[config.mk]
export PLATFORM = sky130hd
export DESIGN_NAME = memw_conv
export DESIGN_NICKNAME = d
export VERILOG_FILES = /design/src/rtl/memw_pkg.sv /design/src/rtl/memw_slicer.sv /design/src/rtl/memw_packer.sv /design/src/rtl/memw_conv.sv
export SDC_FILE = /design/constraint.sdc
export NUM_CORES = 1
export LEC_CHECK = 0
export BUFFER_PORTS_ARGS = -buffer_cell sky130_fd_sc_hd__buf_2
export CAP_MARGIN = 40
export CELL_PAD_IN_SITES_DETAIL_PLACEMENT = 1
export CELL_PAD_IN_SITES_GLOBAL_PLACEMENT = 2
export CORE_MARGIN = 2
export CORE_UTILIZATION = 32
export CTS_CLUSTER_DIAMETER = 40
export DETAILED_ROUTE_END_ITERATION = 10
export PLACE_DENSITY = 0.88
export SETUP_SLACK_MARGIN = 0.15
export SYNTH_ARGS = -nofsm -noshare
export SYNTH_HDL_FRONTEND = slang
export SYNTH_HIERARCHICAL = 1
export SYNTH_SLANG_ARGS = --single-unit
[constraint.sdc]
create_clock -name clk -period 5.3 [get_ports clk]
set_input_delay 0.265 -clock clk [delete_from_list [all_inputs] [get_ports clk]]
set_output_delay 0.265 -clock clk [all_outputs]
set_load 0.02 [all_outputs]
[src/rtl/memw_pkg.sv]
// Shared constants and helpers for the run-time width converter.
// Assumes a four-byte application word; the byte width is a module parameter.
package memw_pkg;

    localparam int LANES = 4;

    // Bytes carried per memory beat for a given width select.
    function automatic int lanes_per_beat(input logic [1:0] ws);
        if (ws[1])
            return 1;
        else if (ws[0])
            return 2;
        else
            return LANES;
    endfunction

    // Memory beats needed to move one application word.
    function automatic int beats_per_word(input logic [1:0] ws);
        return LANES / lanes_per_beat(ws);
    endfunction

endpackage

[src/rtl/memw_slicer.sv]
// Write path: presents the held application word as narrow slices.
// Slices leave least significant first and sit in the low lanes.
// Unused lanes read as zero data and disabled enables.
// Assumes wr_start never coincides with wr_beat_next.
module memw_slicer
    import memw_pkg::*;
#(
    parameter int BYTE_W = 8
) (
    input  logic                    clk,
    input  logic                    rst_n,
    input  logic [1:0]              width_sel,
    input  logic                    wr_start,
    input  logic                    wr_beat_next,
    input  logic                    wr_beat_last,
    input  logic [BYTE_W*LANES-1:0] app_wr_data,
    input  logic [LANES-1:0]        app_wr_be_n,
    output logic [BYTE_W*LANES-1:0] beat_data,
    output logic [LANES-1:0]        beat_be_n,
    output logic                    app_wr_next,
    output logic                    app_wr_last
);
    localparam int CW = $clog2(LANES);

    logic [CW-1:0] slice_q;
    logic          final_slice;

    // Select the lanes of the current slice and flag the word's final slice.
    always_comb begin
        int lpb;
        int src;
        lpb         = lanes_per_beat(width_sel);
        final_slice = (int'(slice_q) >= beats_per_word(width_sel) - 1);
        beat_data   = '0;
        beat_be_n   = '1;
        for (int j = 0; j < LANES; j++) begin
            src = int'(slice_q) * lpb + j;
            if (j < lpb && src < LANES) begin
                beat_data[j*BYTE_W +: BYTE_W] = app_wr_data[src*BYTE_W +: BYTE_W];
                beat_be_n[j]                  = app_wr_be_n[src];
            end
        end
    end

    assign app_wr_next = wr_beat_next && final_slice;
    assign app_wr_last = app_wr_next && wr_beat_last;

    // Advance the slice position on each consumed beat; restart on a start pulse.
    always_ff @(posedge clk) begin
        if (!rst_n)
            slice_q <= '0;
        else if (wr_start)
            slice_q <= '0;
        else if (wr_beat_next)
            slice_q <= final_slice ? '0 : slice_q + CW'(1);
    end

endmodule

[src/rtl/memw_packer.sv]
// Read path: gathers narrow beats into a full word.
// A completed word is registered with a one-cycle valid.
// A beat flagged last flushes a partial word with zero in its unfilled bytes.
// Assumes rd_start never coincides with rd_beat_ok.
module memw_packer
    import memw_pkg::*;
#(
    parameter int BYTE_W = 8
) (
    input  logic                    clk,
    input  logic                    rst_n,
    input  logic [1:0]              width_sel,
    input  logic                    rd_start,
    input  logic                    rd_beat_ok,
    input  logic                    rd_beat_last,
    input  logic [BYTE_W*LANES-1:0] rd_beat_data,
    output logic [BYTE_W*LANES-1:0] app_rd_data,
    output logic                    app_rd_valid,
    output logic                    app_rd_last
);
    localparam int CW     = $clog2(LANES);
    localparam int WORD_W = BYTE_W * LANES;

    logic [CW-1:0]     slice_q;
    logic [WORD_W-1:0] acc_q;
    logic [WORD_W-1:0] merged;
    logic              word_done;

    // Merge the incoming beat into the partial word and decide if it closes it.
    always_comb begin
        int lpb;
        int dst;
        lpb    = lanes_per_beat(width_sel);
        merged = acc_q;
        for (int j = 0; j < LANES; j++) begin
            dst = int'(slice_q) * lpb + j;
            if (j < lpb && dst < LANES)
                merged[dst*BYTE_W +: BYTE_W] = rd_beat_data[j*BYTE_W +: BYTE_W];
        end
        word_done = rd_beat_ok &&
                    ((int'(slice_q) >= beats_per_word(width_sel) - 1) || rd_beat_last);
    end

    // Hold the partial word and slice position; publish finished words.
    always_ff @(posedge clk) begin
        if (!rst_n) begin
            slice_q      <= '0;
            acc_q        <= '0;
            app_rd_data  <= '0;
            app_rd_valid <= 1'b0;
            app_rd_last  <= 1'b0;
        end else begin
            app_rd_valid <= 1'b0;
            app_rd_last  <= 1'b0;
            if (rd_start) begin
                slice_q <= '0;
                acc_q   <= '0;
            end else if (rd_beat_ok) begin
                if (word_done) begin
                    app_rd_data  <= merged;
                    app_rd_valid <= 1'b1;
                    app_rd_last  <= rd_beat_last;
                    acc_q        <= '0;
                    slice_q      <= '0;
                end else begin
                    acc_q   <= merged;
                    slice_q <= slice_q + CW'(1);
                end
            end
        end
    end

endmodule

[src/rtl/memw_conv.sv]
// Top of the run-time width converter.
// Joins the write slicer and the read packer, which share only the width select.
// Assumes width_sel is held steady inside a word.
module memw_conv
    import memw_pkg::*;
#(
    parameter int BYTE_W = 8
) (
    input  logic                    clk,
    input  logic                    rst_n,
    input  logic [1:0]              width_sel,
    input  logic                    wr_start,
    input  logic                    wr_beat_next,
    input  logic                    wr_beat_last,
    output logic [BYTE_W*LANES-1:0] wr_beat_data,
    output logic [LANES-1:0]        wr_beat_be_n,
    input  logic [BYTE_W*LANES-1:0] app_wr_data,
    input  logic [LANES-1:0]        app_wr_be_n,
    output logic                    app_wr_next,
    output logic                    app_wr_last,
    input  logic                    rd_start,
    input  logic                    rd_beat_ok,
    input  logic                    rd_beat_last,
    input  logic [BYTE_W*LANES-1:0] rd_beat_data,
    output logic [BYTE_W*LANES-1:0] app_rd_data,
    output logic                    app_rd_valid,
    output logic                    app_rd_last
);

    // Write direction: word to slices.
    memw_slicer #(.BYTE_W(BYTE_W)) u_slicer (
        .clk          (clk),
        .rst_n        (rst_n),
        .width_sel    (width_sel),
        .wr_start     (wr_start),
        .wr_beat_next (wr_beat_next),
        .wr_beat_last (wr_beat_last),
        .app_wr_data  (app_wr_data),
        .app_wr_be_n  (app_wr_be_n),
        .beat_data    (wr_beat_data),
        .beat_be_n    (wr_beat_be_n),
        .app_wr_next  (app_wr_next),
        .app_wr_last  (app_wr_last)
    );

    // Read direction: beats to word.
    memw_packer #(.BYTE_W(BYTE_W)) u_packer (
        .clk          (clk),
        .rst_n        (rst_n),
        .width_sel    (width_sel),
        .rd_start     (rd_start),
        .rd_beat_ok   (rd_beat_ok),
        .rd_beat_last (rd_beat_last),
        .rd_beat_data (rd_beat_data),
        .app_rd_data  (app_rd_data),
        .app_rd_valid (app_rd_valid),
        .app_rd_last  (app_rd_last)
    );

endmodule

==> results.md <==
- Area inside the core boundary: 0.0188 mm2
- Number of post-CTS setup repair buffers: 0
- Overall power after layout: 1.54 mW
- Worst-path cell with the longest stage delay: or4b_1
- Total standard cell area after synthesis: 0.00613 mm2
- Proportion of synthesized chip area in sequential cells: 0.229
- Arrival time worst endpoint: 4.63 ns
- Syn Inst Count: 729
- DIE WIDTH: 142 um
- Synthesized Nets: 842
- Violation count after the first detailed-route iteration: 290
- Number of synthesized flops with an enable pin: 0
- Detail Route Antenna Nets: 0
- Worst Slack Setup Final: 0.947 ns
- Number of library cell types mapped by synthesis: 60
- FP Rows: 50
- HPWL reported at the end of detailed placement: 14600 um
- Final critical path time including I/O delays and setup: 4.35 ns
- Final hold vios: 0
- DR pass1 iterations: 4
- Final layout net count: 958
- Clock root buffer: clkbuf_16
- Global Route Usage Sum: 0.198
- Hold buffer count at cts: 0
- Cell type with the largest total area after synthesis: dfxtp_1
- Antenna diodes: 0
- Yosys synthesis warning count: 6
- LEAKAGE: 3.15 nW
- Post-Place Setup Slack: 0.767 ns
- Overflow after GRT: 0
- Buffers & Inverters on Critical Path: 2
- Commonest cells in the synthesized netlist: nand2_1, dfxtp_1, mux2i_1
- Max Cap Viol: 0
- Largest buffer count on any clock path: 2
- IR drop worst, VDD: 0.000179 V
- Number of CTS-inserted buffers: 9
- Actual slew at the worst max-slew pin: 0.755 ns
- Maximum fanout along the worst path: 17
- Max-slew violation count: 0
- Total of buffers placed on input and output ports: 149
- Area of the die: 0.0203 mm2
- Synthesized area per cell: 8.40 um2
- Proportion of netlist area held by the largest area contributor: 0.229
- # setup viols final: 0
- Remaining design rule violation count: 0
- Layout Area Growth over Synthesis: 19.6%
- Class of the worst hold path: in2reg
- Share of the clock period used by the worst path after layout: 0.821
- Final wirelength: 20200 um
- Cell-by-cell listing of the critical path: ha_1, ha_1, ha_1, inv_1, fa_1, or4b_1, nand3_2, and3_1, ha_1, nor4_1, o21ai_0, a211o_1, buf_4, or3_1, nand3_1
- Setup tns final: 0 ns
- Largest stage delay on the critical path: 0.54 ns
- Count leader, synth: nand2_1
- CTS tree: yes
- Per-cell via count in the routed design: 5.57
- Status: complete, no violations
- H-tree levels: 3
- Count of placed standard cells in the final layout, fillers left out: 1084
- Dominant cell type by count on the critical path: ha_1
- Clock transition time at the flip-flop clock pins of the worst setup and hold paths: 0.06 ns
- Setup repair after global routing missed its margin: false
- Hold WS: 0.200 ns
- Power density normalized to cell area: 211 mW/mm2
- Data required time at the worst endpoint: 5.58 ns
- CP startpoint kind: register
- Share of async-settable or async-resettable flops after synthesis: 0
- Mean routed wirelength per cell: 18.7 um
- Vias in the first global route: 6124
- Top-Level Pins: 150
- Class of the most critical setup path: reg2reg
- Flop and latch count out of synthesis: 70
- Most common flop cell mapped by yosys: dfxtp_1
- Post-route clock skew: 0.00915 ns
- Pin count of the biggest net entering global routing: 49
- Clock latency at the later pin of the worst-skew pair: 0.34 ns
- Initial core utilization: 0.326
- Fraction of layout cells with a size suffix above 1: 0.264
- First-pass GRT wire length: 32100 um
- Cell types with the largest area share after synthesis: dfxtp_1, mux2i_1, mux4_2
- Num Clock Sinks: 70
- Post-cts gate resize count: 0
- Achievable frequency: 0.230 GHz
- Worst Setup End Kind: register
- Die extent in y: 142 um
- Cell count after placement: 1068
- Slew headroom: 0.493
- Total via count in the routed design: 6039
- RD Place Congestion: 0.809
- Number of antenna violations at the first check in global routing: 0
- Crit-path leading delay family: simple AND/OR/NAND/NOR gates
[stage by stage]
| step | instance area [um2] | util |
|---|---|---|
| 6_report | 7330 | 0.390 |
| 5_1_grt | 7330 | 0.390 |
| 4_1_cts | 7330 | 0.390 |
| 3_5_place_dp | 7020 | 0.374 |
| 3_3_place_gp | 7020 | 0.374 |
| 2_1_floorplan | 6130 | - |
[where the power goes]
group,total (mW),internal (mW),leakage (nW),switching [mW]
Combinational,0.349,0.139,2.44,0.211
Sequential,0.549,0.541,0.567,0.00811
Clock,0.645,0.392,0.145,0.253
Total,1.54,1.07,3.15,0.471
[layout by cell type, fill, tap and decap left out, types with 15 or more instances in the layout]
cell type / instances
o21ai_0: 34
and3_1: 19
mux2i_1: 67
o211ai_1: 16
buf_2: 149
mux4_2: 24
a31oi_1: 20
inv_1: 15
dfxtp_1: 70
nor2_1: 37
ha_1: 33
nand4_1: 17
buf_4: 16
nand3_1: 17
nand2_1: 75
a21oi_1: 37
nor2b_1: 16
[final timing paths]
check	startpoint	end	slack [ns]	cells after the start
setup / recovery	u_packer/slice_q[0]$_SDFFE_PP0P_	u_packer/acc_q[26]$_SDFFE_PP0P_	0.95	15
hold / removal	rd_beat_last	u_packer/app_rd_last$_SDFF_PP0_	0.20	2
setup reg to reg	u_packer/slice_q[0]$_SDFFE_PP0P_	u_packer/acc_q[26]$_SDFFE_PP0P_	0.95	15
hold reg to reg	u_packer/app_rd_data[3]$_SDFFE_PN0P_	u_packer/app_rd_data[3]$_SDFFE_PN0P_	0.45	2
[layout make-up]
class,count,area (um2)
clock inverter,4,53.8
sequential,70,1400
clock buffer,12,256
tap,234,293
inverter,16,60.1
timing repair buffer,165,866
fill,2289,11400
multi-input combinational,583,4400
[logic make-up after synthesis]
logic type | Yosys count | synth area share
AOI/OAI and AO/OA | 164 | 0.174
xor gates and xnor gates | 10 | 0.0143
adders and majority gates | 35 | 0.0739
buffers and inverters | 76 | 0.0543
DFF | 70 | 0.229
muxes | 91 | 0.198
and+or+nand+nor | 283 | 0.257
[routing by layer]
metal  global-route usage  routed length [um]  up-vias
li1                     -                   -     2924
met1                0.261                9270     2977
met2                0.342               10100      120
met3               0.0256                 617       18
met4               0.0490                 257        0
met5                    0                   0        -
[registers in the layout, indices dropped and copies added, names as in the netlist]
name and flops:
u_packer/acc_q 32, u_packer/app_rd_data 32, u_packer/app_rd_last 1, u_packer/app_rd_valid 1, u_packer/slice_q 2, u_slicer/slice_q 2
Note: power is estimated with default switching activity, not from simulation.
